**config.mk**
```make
export PLATFORM = sky130hd
export DESIGN_NAME = xport_ctrl_regs
export DESIGN_NICKNAME = d
export VERILOG_FILES = /design/src/rtl/xport_regs_pkg.sv /design/src/rtl/xport_intr_core.sv /design/src/rtl/xport_ctrl_bank.sv /design/src/rtl/xport_mode_decode.sv /design/src/rtl/xport_ctrl_regs.sv
export SDC_FILE = /design/constraint.sdc
export NUM_CORES = 1
export LEC_CHECK = 0
export CAP_MARGIN = 20
export CORE_UTILIZATION = 33
export DETAILED_ROUTE_END_ITERATION = 8
export SYNTH_ARGS = -nofsm -noshare
export SYNTH_HDL_FRONTEND = slang
export SYNTH_HIERARCHICAL = 1
export SYNTH_SLANG_ARGS = --single-unit
```
**constraint.sdc**
```tcl
create_clock -name clk -period 2 [get_ports clk]
set_clock_uncertainty 0.15 [all_clocks]
set_input_delay 0.3 -clock clk [delete_from_list [all_inputs] [get_ports clk]]
set_output_delay 0.3 -clock clk [all_outputs]
set_load 0.05 [all_outputs]
```
**src/rtl/xport_regs_pkg.sv**
```systemverilog
// Package: shared widths, register addresses and interface-control constants
// for the expansion-port register block. Assumes a 16-bit data bus.
package xport_regs_pkg;
    localparam int DW = 16;

    // Word addresses of the register space
    localparam int A_ID0   = 'h0;
    localparam int A_ID1   = 'h1;
    localparam int A_CAPS  = 'h2;
    localparam int A_STAT  = 'h3;
    localparam int A_SET   = 'h4;
    localparam int A_MASK  = 'h5;
    localparam int A_ACK   = 'h6;
    localparam int A_DMA   = 'h8;
    localparam int A_XFR   = 'h9;
    localparam int A_IFC   = 'hA;
    localparam int A_PIO   = 'hB;
    localparam int A_MDMA  = 'hC;
    localparam int A_UDMA  = 'hD;

    // Constant identification words
    localparam logic [DW-1:0] ID0_VAL = 16'h0032;
    localparam logic [DW-1:0] ID1_VAL = 16'h0011;

    // Interface-control bit roles and the defaults its reset bit loads
    localparam int IFC_ATA_RST_BIT  = 7;
    localparam int IFC_DISK_RUN_BIT = 6;
    localparam logic [DW-1:0] IFC_DFLT  = 16'h001A;
    localparam logic [DW-1:0] PIO_DFLT  = 16'h0024;
    localparam logic [DW-1:0] MDMA_DFLT = 16'h0045;
    localparam logic [DW-1:0] UDMA_DFLT = 16'h0083;

    // Decoder variants
    typedef enum int {K_PIO = 0, K_MDMA = 1, K_UDMA = 2} mode_kind_e;
endpackage

```
**src/rtl/xport_intr_core.sv**
```systemverilog
// Interrupt core: sticky cause register, mask register, level interrupt and
// a one-cycle pulse on qualifying mask changes. Assumes the write strobes
// arriving here are mutually exclusive (one bus access per cycle).
module xport_intr_core
    import xport_regs_pkg::*;
(
    input  logic          clk,
    input  logic          rst_n,
    input  logic [DW-1:0] ev_in,
    input  logic          stat_wr_lo,
    input  logic          set_wr,
    input  logic          mask_wr,
    input  logic          ack_wr,
    input  logic [DW-1:0] wdata,
    output logic [DW-1:0] cause_q,
    output logic [DW-1:0] mask_q,
    output logic          irq,
    output logic          irq_pulse
);
    logic [DW-1:0] cause_nxt;
    logic          pulse_q;

    // Next cause: apply the software write first, then OR in new events
    always_comb begin
        cause_nxt = cause_q;
        if (stat_wr_lo)
            cause_nxt = {{(DW-8){1'b0}}, wdata[7:0]};
        else if (set_wr)
            cause_nxt = {{(DW-8){1'b0}}, 8'hFF};
        else if (ack_wr)
            cause_nxt = cause_q & ~wdata;
        cause_nxt = cause_nxt | ev_in;
    end

    // Cause, mask and mask-change pulse registers
    always_ff @(posedge clk) begin
        if (!rst_n) begin
            cause_q <= '0;
            mask_q  <= '0;
            pulse_q <= 1'b0;
        end else begin
            cause_q <= cause_nxt;
            if (mask_wr)
                mask_q <= wdata;
            pulse_q <= mask_wr && (wdata != mask_q) && (((mask_q | wdata) & cause_q) != '0);
        end
    end

    assign irq       = (cause_q & mask_q) != '0;
    assign irq_pulse = pulse_q;


    ev_kept_chk: assert property (@(posedge clk) disable iff (!rst_n)
        (ev_in != '0) |=> ((cause_q & $past(ev_in)) == $past(ev_in)));

    pulse_src_chk: assert property (@(posedge clk) disable iff (!rst_n)
        irq_pulse |-> $past(mask_wr));

    pulse_fire_chk: assert property (@(posedge clk) disable iff (!rst_n)
        (mask_wr && wdata != mask_q && ((mask_q | wdata) & cause_q) != '0) |=> irq_pulse);

    mask_hold_chk: assert property (@(posedge clk) disable iff (!rst_n)
        !mask_wr |=> $stable(mask_q));
endmodule

```
**src/rtl/xport_ctrl_bank.sv**
```systemverilog
// Control bank: DMA, transfer and interface control words plus the three
// timing-code registers. Interface reset loads defaults; a clear run bit
// pulses the disk reset. Assumes one write strobe per cycle.
module xport_ctrl_bank
    import xport_regs_pkg::*;
(
    input  logic          clk,
    input  logic          rst_n,
    input  logic          dma_wr,
    input  logic          xfr_wr,
    input  logic          ifc_wr,
    input  logic          pio_wr,
    input  logic          mdma_wr,
    input  logic          udma_wr,
    input  logic [DW-1:0] wdata,
    output logic [DW-1:0] dma_q,
    output logic [DW-1:0] xfr_q,
    output logic [DW-1:0] ifc_q,
    output logic [DW-1:0] pio_q,
    output logic [DW-1:0] mdma_q,
    output logic [DW-1:0] udma_q,
    output logic          disk_reset_pulse
);
    logic rst_pulse_q;

    // Control and timing registers, with interface-reset defaults
    always_ff @(posedge clk) begin
        if (!rst_n) begin
            dma_q  <= '0;
            xfr_q  <= '0;
            ifc_q  <= '0;
            pio_q  <= '0;
            mdma_q <= '0;
            udma_q <= '0;
        end else begin
            if (dma_wr)  dma_q  <= wdata;
            if (xfr_wr)  xfr_q  <= wdata;
            if (pio_wr)  pio_q  <= wdata;
            if (mdma_wr) mdma_q <= wdata;
            if (udma_wr) udma_q <= wdata;
            if (ifc_wr) begin
                if (wdata[IFC_ATA_RST_BIT]) begin
                    ifc_q  <= IFC_DFLT;
                    pio_q  <= PIO_DFLT;
                    mdma_q <= MDMA_DFLT;
                    udma_q <= UDMA_DFLT;
                end else begin
                    ifc_q <= wdata;
                end
            end
        end
    end

    // One-cycle disk hard reset when the run bit is written as zero
    always_ff @(posedge clk) begin
        if (!rst_n) rst_pulse_q <= 1'b0;
        else        rst_pulse_q <= ifc_wr && !wdata[IFC_DISK_RUN_BIT];
    end

    assign disk_reset_pulse = rst_pulse_q;


    ata_dflt_chk: assert property (@(posedge clk) disable iff (!rst_n)
        (ifc_wr && wdata[IFC_ATA_RST_BIT]) |=>
        (ifc_q == IFC_DFLT && pio_q == PIO_DFLT && mdma_q == MDMA_DFLT && udma_q == UDMA_DFLT));

    disk_rst_chk: assert property (@(posedge clk) disable iff (!rst_n)
        disk_reset_pulse |-> $past(ifc_wr && !wdata[IFC_DISK_RUN_BIT]));
endmodule

```
**src/rtl/xport_mode_decode.sv**
```systemverilog
// Timing-code decoder: maps a 16-bit timing code to a mode number; the KIND
// parameter picks the PIO, MDMA or UDMA code set. Unknown codes raise bad
// and give mode 0. Purely combinational.
module xport_mode_decode
    import xport_regs_pkg::*;
#(
    parameter int KIND = K_PIO
) (
    input  logic [DW-1:0] code,
    output logic [2:0]    mode,
    output logic          bad
);
    generate
        if (KIND == K_PIO) begin : g_pio
            // PIO code table
            always_comb begin
                bad = 1'b0;
                case (code)
                    16'h0092: mode = 3'd0;
                    16'h0072: mode = 3'd1;
                    16'h0032: mode = 3'd2;
                    16'h0024: mode = 3'd3;
                    16'h0023: mode = 3'd4;
                    default: begin mode = 3'd0; bad = 1'b1; end
                endcase
            end
        end else if (KIND == K_MDMA) begin : g_mdma
            // MDMA code table
            always_comb begin
                bad = 1'b0;
                case (code)
                    16'h00FF: mode = 3'd0;
                    16'h0045: mode = 3'd1;
                    16'h0024: mode = 3'd2;
                    default: begin mode = 3'd0; bad = 1'b1; end
                endcase
            end
        end else begin : g_udma
            // UDMA code table
            always_comb begin
                bad = 1'b0;
                case (code)
                    16'h00A7: mode = 3'd0;
                    16'h0085: mode = 3'd1;
                    16'h0063: mode = 3'd2;
                    16'h0062: mode = 3'd3;
                    16'h0061: mode = 3'd4;
                    default: begin mode = 3'd0; bad = 1'b1; end
                endcase
            end
        end
    endgenerate
endmodule

```
**src/rtl/xport_ctrl_regs.sv**
```systemverilog
// Top: bus decode, read mux and instances of the interrupt core, control
// bank and three timing decoders. Assumes at most one of bus_wr/bus_rd is
// meaningful per cycle and ADDR_W >= 4.
module xport_ctrl_regs
    import xport_regs_pkg::*;
#(
    parameter int ADDR_W = 4
) (
    input  logic              clk,
    input  logic              rst_n,
    input  logic [ADDR_W-1:0] bus_addr,
    input  logic [15:0]       bus_wdata,
    input  logic [1:0]        bus_be,
    input  logic              bus_wr,
    input  logic              bus_rd,
    output logic [15:0]       bus_rdata,
    input  logic [15:0]       cause_in,
    input  logic              net_present,
    input  logic              disk_present,
    output logic              irq,
    output logic              irq_pulse,
    output logic              disk_reset_pulse,
    output logic [2:0]        pio_mode,
    output logic              pio_bad,
    output logic [2:0]        mdma_mode,
    output logic              mdma_bad,
    output logic [2:0]        udma_mode,
    output logic              udma_bad
);
    localparam int MAX_PIO  = 4;
    localparam int MAX_MDMA = 2;
    localparam int MAX_UDMA = 4;

    logic          wr_word;
    logic [DW-1:0] cause_q, mask_q, dma_q, xfr_q, ifc_q, pio_q, mdma_q, udma_q;
    logic [DW-1:0] caps, rd_mux, rdata_q;

    // Write qualification: most registers accept whole-word writes only
    assign wr_word = bus_wr && (bus_be == 2'b11);

    function automatic logic hit(input logic [ADDR_W-1:0] a, input int target);
        return a == ADDR_W'(target);
    endfunction

    xport_intr_core u_intr (
        .clk        (clk),
        .rst_n      (rst_n),
        .ev_in      (cause_in),
        .stat_wr_lo (bus_wr && bus_be == 2'b01 && hit(bus_addr, A_STAT)),
        .set_wr     (bus_wr && hit(bus_addr, A_SET)),
        .mask_wr    (wr_word && hit(bus_addr, A_MASK)),
        .ack_wr     (wr_word && hit(bus_addr, A_ACK)),
        .wdata      (bus_wdata),
        .cause_q    (cause_q),
        .mask_q     (mask_q),
        .irq        (irq),
        .irq_pulse  (irq_pulse)
    );

    xport_ctrl_bank u_ctrl (
        .clk              (clk),
        .rst_n            (rst_n),
        .dma_wr           (wr_word && hit(bus_addr, A_DMA)),
        .xfr_wr           (wr_word && hit(bus_addr, A_XFR)),
        .ifc_wr           (wr_word && hit(bus_addr, A_IFC)),
        .pio_wr           (wr_word && hit(bus_addr, A_PIO)),
        .mdma_wr          (wr_word && hit(bus_addr, A_MDMA)),
        .udma_wr          (wr_word && hit(bus_addr, A_UDMA)),
        .wdata            (bus_wdata),
        .dma_q            (dma_q),
        .xfr_q            (xfr_q),
        .ifc_q            (ifc_q),
        .pio_q            (pio_q),
        .mdma_q           (mdma_q),
        .udma_q           (udma_q),
        .disk_reset_pulse (disk_reset_pulse)
    );

    xport_mode_decode #(.KIND(K_PIO))  u_pio  (.code(pio_q),  .mode(pio_mode),  .bad(pio_bad));
    xport_mode_decode #(.KIND(K_MDMA)) u_mdma (.code(mdma_q), .mode(mdma_mode), .bad(mdma_bad));
    xport_mode_decode #(.KIND(K_UDMA)) u_udma (.code(udma_q), .mode(udma_mode), .bad(udma_bad));

    // Capability word from the presence straps
    assign caps = {10'b0, 1'b1, 3'b0, disk_present, net_present};

    // Read multiplexer
    always_comb begin
        rd_mux = '0;
        if      (hit(bus_addr, A_ID0))  rd_mux = ID0_VAL;
        else if (hit(bus_addr, A_ID1))  rd_mux = ID1_VAL;
        else if (hit(bus_addr, A_CAPS)) rd_mux = caps;
        else if (hit(bus_addr, A_STAT)) rd_mux = cause_q;
        else if (hit(bus_addr, A_MASK)) rd_mux = mask_q;
        else if (hit(bus_addr, A_DMA))  rd_mux = dma_q;
        else if (hit(bus_addr, A_XFR))  rd_mux = xfr_q;
        else if (hit(bus_addr, A_IFC))  rd_mux = ifc_q;
        else if (hit(bus_addr, A_PIO))  rd_mux = pio_q;
        else if (hit(bus_addr, A_MDMA)) rd_mux = mdma_q;
        else if (hit(bus_addr, A_UDMA)) rd_mux = udma_q;
    end

    // Registered read data, one clock after the strobe
    always_ff @(posedge clk) begin
        if (!rst_n)      rdata_q <= '0;
        else if (bus_rd) rdata_q <= rd_mux;
    end

    assign bus_rdata = rdata_q;


    pio_range_chk: assert property (@(posedge clk) disable iff (!rst_n)
        pio_bad ? (pio_mode == 3'd0) : (int'(pio_mode) <= MAX_PIO));

    mdma_range_chk: assert property (@(posedge clk) disable iff (!rst_n)
        mdma_bad ? (mdma_mode == 3'd0) : (int'(mdma_mode) <= MAX_MDMA));

    udma_range_chk: assert property (@(posedge clk) disable iff (!rst_n)
        udma_bad ? (udma_mode == 3'd0) : (int'(udma_mode) <= MAX_UDMA));

    rdata_hold_chk: assert property (@(posedge clk) disable iff (!rst_n)
        !bus_rd |=> $stable(bus_rdata));
endmodule

```
* Word level (Yosys, flattened, before mapping)
Cells that the tools add are included.
** Storage, ports and cells
- Bits in registers :: 146
- Bits of input ports :: 44
- Output and inout bits :: 31
- Logic and storage cells :: 97
** Operators by class
- Eq/ne operators :: 28
- Muxes and demuxes :: 30
- Bitwise gates (word level) :: 6
- Reduce and logical (&&, ||, !) cells :: 22
** Operators with widths (count)
- 16-bit two-way mux :: 24
- 16-bit by 7-bit == test with 1-bit output, second input constant :: 5
- 16-bit by 6-bit == test with 1-bit output, second input constant :: 4
- 16-bit by 8-bit == test with 1-bit output, second input constant :: 4
- 16-bit bitwise AND :: 3
- 16-bit OR :: 2
- 16-bit nonzero test :: 2
- 4-bit == test, second input constant :: 6
- 3-bit case mux with 4 select lines :: 2
- 16-bit != test :: 1
- 16-bit inverter :: 1
- 1-bit logical AND :: 15
- 4-bit by 3-bit == test with 1-bit output, second input constant :: 3
- 5-bit OR reduction :: 2
- 4-bit by 2-bit == test with 1-bit output, second input constant :: 2
- 4-bit by 1-bit == test with 1-bit output, second input constant :: 1
- 4-bit logical NOT :: 1
- 2-bit case mux with 2 select lines :: 1
- 1-bit two-way mux :: 3
- 3-bit OR reduction :: 1
- 2-bit by 1-bit == test with 1-bit output, second input constant :: 1
- 2-bit == test, second input constant :: 1
- 1-bit logical NOT :: 1

* Longest topological paths before layout
- Depth in word-level cells :: 12
- Mapped depth :: 10
- Depth with buffers taken out :: 7

* Modules after synthesis
Netlist, hierarchy kept.
** By module, submodules not included
- xport_ctrl_bank :: times used 1, cells an instance 333, area each 3657.3 um^2, sequential area each 1921.8 um^2
- xport_ctrl_regs :: times used 1, cells an instance 295, area each 2031.9 um^2, sequential area each 320.3 um^2
- xport_intr_core :: times used 1, cells an instance 222, area each 1890.6 um^2, sequential area each 660.6 um^2
- xport_mode_decode at u_pio :: times used 1, cells an instance 21, area each 145.1 um^2, sequential area each 0.0 um^2
- xport_mode_decode at u_udma :: times used 1, cells an instance 20, area each 142.6 um^2, sequential area each 0.0 um^2
- xport_mode_decode at u_mdma :: times used 1, cells an instance 16, area each 96.3 um^2, sequential area each 0.0 um^2

* Worst setup path before layout
OpenSTA, ideal clock, no wires.
- Path type :: input port to flip-flop
- From :: in bus_addr[0]
- To :: reg u_intr.cause_q[0]
- Setup time :: 0.058 ns
- Arrival time :: 1.807 ns
- Required time :: 1.792 ns
- Setup slack :: -0.015 ns
- Cell stages on the path :: 10
- Path buffers :: 3
- Cell sequence :: buf_4 > inv_1 > nor2_1 > nand2_1 > nor3_1 > buf_6 > nor2_8 > buf_8 > a22oi_1 > o21a_1
** Between the ends
- Longest elaborated chain between the ends :: 6
- Elaborated cells between the ends (all ways) :: 10
- Those cells by class :: eq/ne (3); mux (3); bitwise (1); reduce/logical (3)
** RTL lines
- start: declaration :: line xport_ctrl_regs.sv:11 : input logic [ADDR_W-1:0] bus_addr,
- 4-bit by 3-bit == test with 1-bit output :: line xport_ctrl_regs.sv:42 : return a == ADDR_W'(target);
- 1-bit logical AND :: line xport_ctrl_regs.sv:52 : .ack_wr (wr_word && hit(bus_addr, A_ACK)),
- 16-bit two-way mux :: line xport_intr_core.sv:30 : else if (ack_wr)
- 16-bit two-way mux :: line xport_intr_core.sv:28 : else if (set_wr)
- 16-bit two-way mux * :: line xport_intr_core.sv:26 : if (stat_wr_lo)
- 16-bit OR * :: line xport_intr_core.sv:32 : cause_nxt = cause_nxt | ev_in;
- end signal: assignment :: line xport_intr_core.sv:42 : cause_q <= cause_nxt;
- end: declaration :: line xport_intr_core.sv:15 : output logic [DW-1:0] cause_q,
Every way passes the cells marked *; elsewhere a longest branch is shown, timed or not.
A chain may end at the register's enable or synchronous reset.

* Worst setup path after layout
- From :: reg u_ctrl.pio_q[12]
- To :: out pio_mode[2]
** Between the ends
- Longest elaborated chain between the ends :: 2
- Elaborated cells between the ends (all ways) :: 5
- Those cells by class :: eq/ne (4); mux (1)
** RTL lines
- start: declaration :: line xport_ctrl_bank.sv:19 : output logic [DW-1:0] pio_q,
- start signal: assignment :: line xport_ctrl_bank.sv:38 : if (pio_wr) pio_q <= wdata;
- 16-bit by 6-bit == test with 1-bit output or 16-bit by 7-bit == test with 1-bit output (tied branches) :: line xport_mode_decode.sv:18 : case (code)
- 3-bit case mux with 4 select lines * :: line xport_mode_decode.sv:18
- end: declaration :: line xport_ctrl_regs.sv:23 : output logic [2:0] pio_mode,
Marks and branches as above.

==> results.json <==
{
  "syn_nets": 967,
  "pre_cts_ws_ps": -570,
  "worstHoldStart": "rst_n",
  "status": "finished, violations left",
  "grt_overflow_total": 0,
  "synth_area_leaders": "dfxtp_1 36%, mux2i_1 12%, nor2b_1 5.1%",
  "post-place-cells": 1360,
  "area_growth_pct": 36.9,
  "crit_chain": "nor4_4 > nand2_2 > nor4b_4 > and4b_1 > buf_12",
  "critPathMaxFanout": 2,
  "cts_tree": "yes",
  "leakage_uw": 0.00400,
  "ir_worst_vdd_v": 0.000480,
  "synth_edf_count": 0,
  "dr_total_vias": 7555,
  "synth_cell_types": 75,
  "clkSinkCount": 145,
  "row_count": 56,
  "portBuffers": 73,
  "yosysTopAreaCellShare": 0.364,
  "max_stage_delay_ps": 340,
  "start_kind": "flop",
  "wire_per_inst_um": 21.4,
  "grt_pass1_wl_um": 44200,
  "cts_buffer_depth": 2,
  "fin_crit_ps": 2330,
  "yosys-top-cells-count": "145 x dfxtp_1, 99 x mux2i_1, 79 x nor2_1",
  "drv_slew": 0,
  "syn_area_um2": 7960,
  "worstMarginPinSlew_ps": 576,
  "numCtsBuffers": 17,
  "grt_use_met3": 0.0553,
  "die_area_um2": 24800,
  "grt_max_degree": 27,
  "grt.busiest_layer": "met2",
  "drive_above_1_share": 0.285,
  "async_reset_ff_frac": 0,
  "met2_usage": 0.383,
  "max_slew_margin": 0.615,
  "crit_start": "u_ctrl/pio_q[12]",
  "gp_congestion": 0.985,
  "period_share": 1.17,
  "ys_warn_count": 6,
  "cts_max_level": 4,
  "worstHoldPathType": "primary input to flop",
  "power_density_nw_per_um2": 701,
  "rr_startpoint": "u_intr/mask_q[4]",
  "yosysTopAreaCell": "dfxtp_1",
  "fin_ws_ps": -332,
  "maxCapViolCount": 0,
  "path_clk_slew_ps": 60,
  "required_ps": 1550,
  "use_met1": 0.317,
  "grt_antenna_before_repair": 0,
  "syn_inst": 907,
  "start_util": 0.338,
  "finalHoldViolCount": 0,
  "nFillCells": 2275,
  "root_buffer": "clkbuf_16",
  "max_freq_mhz": 429,
  "routed_wl_um": 30000,
  "worstSetupPathType": "flop to primary output",
  "seq_area_frac_synth": 0.364,
  "ys_ff_latch": 145,
  "grt_pass1_vias": 7055,
  "drc": 0,
  "diodes": 0,
  "grt_usage": 0.247,
  "drtPass1Iterations": 5,
  "io_pins": 75,
  "yosys.cell_count.top_type": "dfxtp_1",
  "synthFlopType": "dfxtp_1",
  "via_per_inst": 5.38,
  "fin_cells": 1403,
  "avgSynthCellArea_um2": 8.78,
  "die_w_um": 157,
  "crit_path_end_kind": "primary output",
  "nets": 1131,
  "clk_latency_ps": 430,
  "antenna_left": 0,
  "rsz0062_at_grt": "true",
  "arrival_ps": 1880,
  "finalSetupViolCount": 11,
  "place_hpwl_um": 22400,
  "slowest_stage": "dfxtp_2",
  "violations": "setup timing",
  "dr.first_iter.drc_count": 643,
  "die_h_um": 157,
  "core-area_um2": 23500
}
[final cells by class]
| type | count | area (µm²) | share of cell area |
|---|---|---|---|
| Clock buffer | 17 | 425 | 0.0390 |
| Clock inverter | 15 | 253 | 0.0232 |
| Inverter | 51 | 198 | 0.0181 |
| Multi-Input combinational cell | 647 | 4760 | 0.436 |
| Sequential cell | 145 | 2960 | 0.272 |
| Tap cell | 319 | 399 | 0.0366 |
| Timing Repair Buffer | 209 | 1910 | 0.175 |
[metal layers]
metal / wire length, µm / up-vias
li1: - / 3565
met1: 13000 / 3661
met2: 13700 / 270
met3: 1990 / 59
met4: 1320 / 0
met5: 0 / -
[final timing paths]
check / cells past startpoint / slack [ps] / endpoint
setup / recovery: 5 / -330 / pio_mode[2]
hold / removal: 3 / 100 / bus_rdata[0]
setup reg to reg: 7 / 230 / u_intr/irq_pulse
hold reg to reg: 2 / 300 / bus_rdata[12]
[critical path, delay by kind of cell, from the launching register on]
family        cells  cell delay [ps]
simple gates      4              980
buf+inv           1              150
flops             1              340
[cells in the final DEF (no fill, tap or decap), drive strengths merged, types with 6 or more instances in the layout]
| cell | netlist | layout |
|---|---|---|
| a22oi | 10 | 10 |
| nor4 | 9 | 9 |
| o22ai | 12 | 12 |
| mux2 | 11 | 11 |
| a221oi | 13 | 13 |
| a21boi | 21 | 21 |
| nand3 | 24 | 24 |
| a32oi | 7 | 7 |
| ha | 16 | 16 |
| clkbuf | 14 | 17 |
| o21ai | 36 | 36 |
| nor2 | 80 | 80 |
| o21a | 10 | 10 |
| dfxtp | 145 | 145 |
| nand2b | 23 | 23 |
| nor2b | 66 | 67 |
| mux2i | 99 | 99 |
| a21oi | 30 | 30 |
| nor3 | 10 | 10 |
| a31oi | 14 | 14 |
| nand2 | 64 | 64 |
| a211oi | 6 | 6 |
| nand3b | 16 | 16 |
| buf | 51 | 167 |
| inv | 49 | 53 |
| bufinv | 0 | 6 |
| clkdlybuf4s50 | 0 | 41 |
[stage by stage]
stage	power (µW)	util	hold WS (ps)	area (µm²)	TNS (ps)
final	7640	0.463	102	10900	-1920
after global routing	7880	0.463	105	10900	-2490
after CTS	7640	0.455	90.8	10700	-1850
after detailed placement	3950	0.415	291	9760	-37560
after global placement	3950	0.415	292	9760	-37310
after floorplan	3470	-	222	7970	0
[logic make-up after synthesis]
group,share of synthesized area
compound gates,0.176
xor+xnor,0.00220
fa+ha+maj,0.0251
buf+inv,0.0803
flops,0.364
mux,0.140
other cells,0.000943
simple gates,0.211
[timing repair]
action | 4_1_cts | 5_1_grt
resized for setup | 65 | 53
pin swaps | 20 | 14
setup endpoints to repair | 15 | 42
gates cloned | 0 | 2
hold buffers | 0 | 0
buffers inserted | 8 | 2
[power by group]
group	switching (µW)	internal, µW
Clock	1350	2360
Combinational	532	409
Sequential	55.7	2930
Total	1940	5690
[state kept, by name, indices dropped and copies added, names as in the netlist, 16 cells and up]
signal / count
bus_rdata: 16
u_ctrl/dma_q: 16
u_ctrl/mdma_q: 16
u_ctrl/pio_q: 16
u_ctrl/udma_q: 16
u_ctrl/xfr_q: 16
u_intr/cause_q: 16
u_intr/mask_q: 16
No activity file was read; power rests on OpenSTA's default activity.
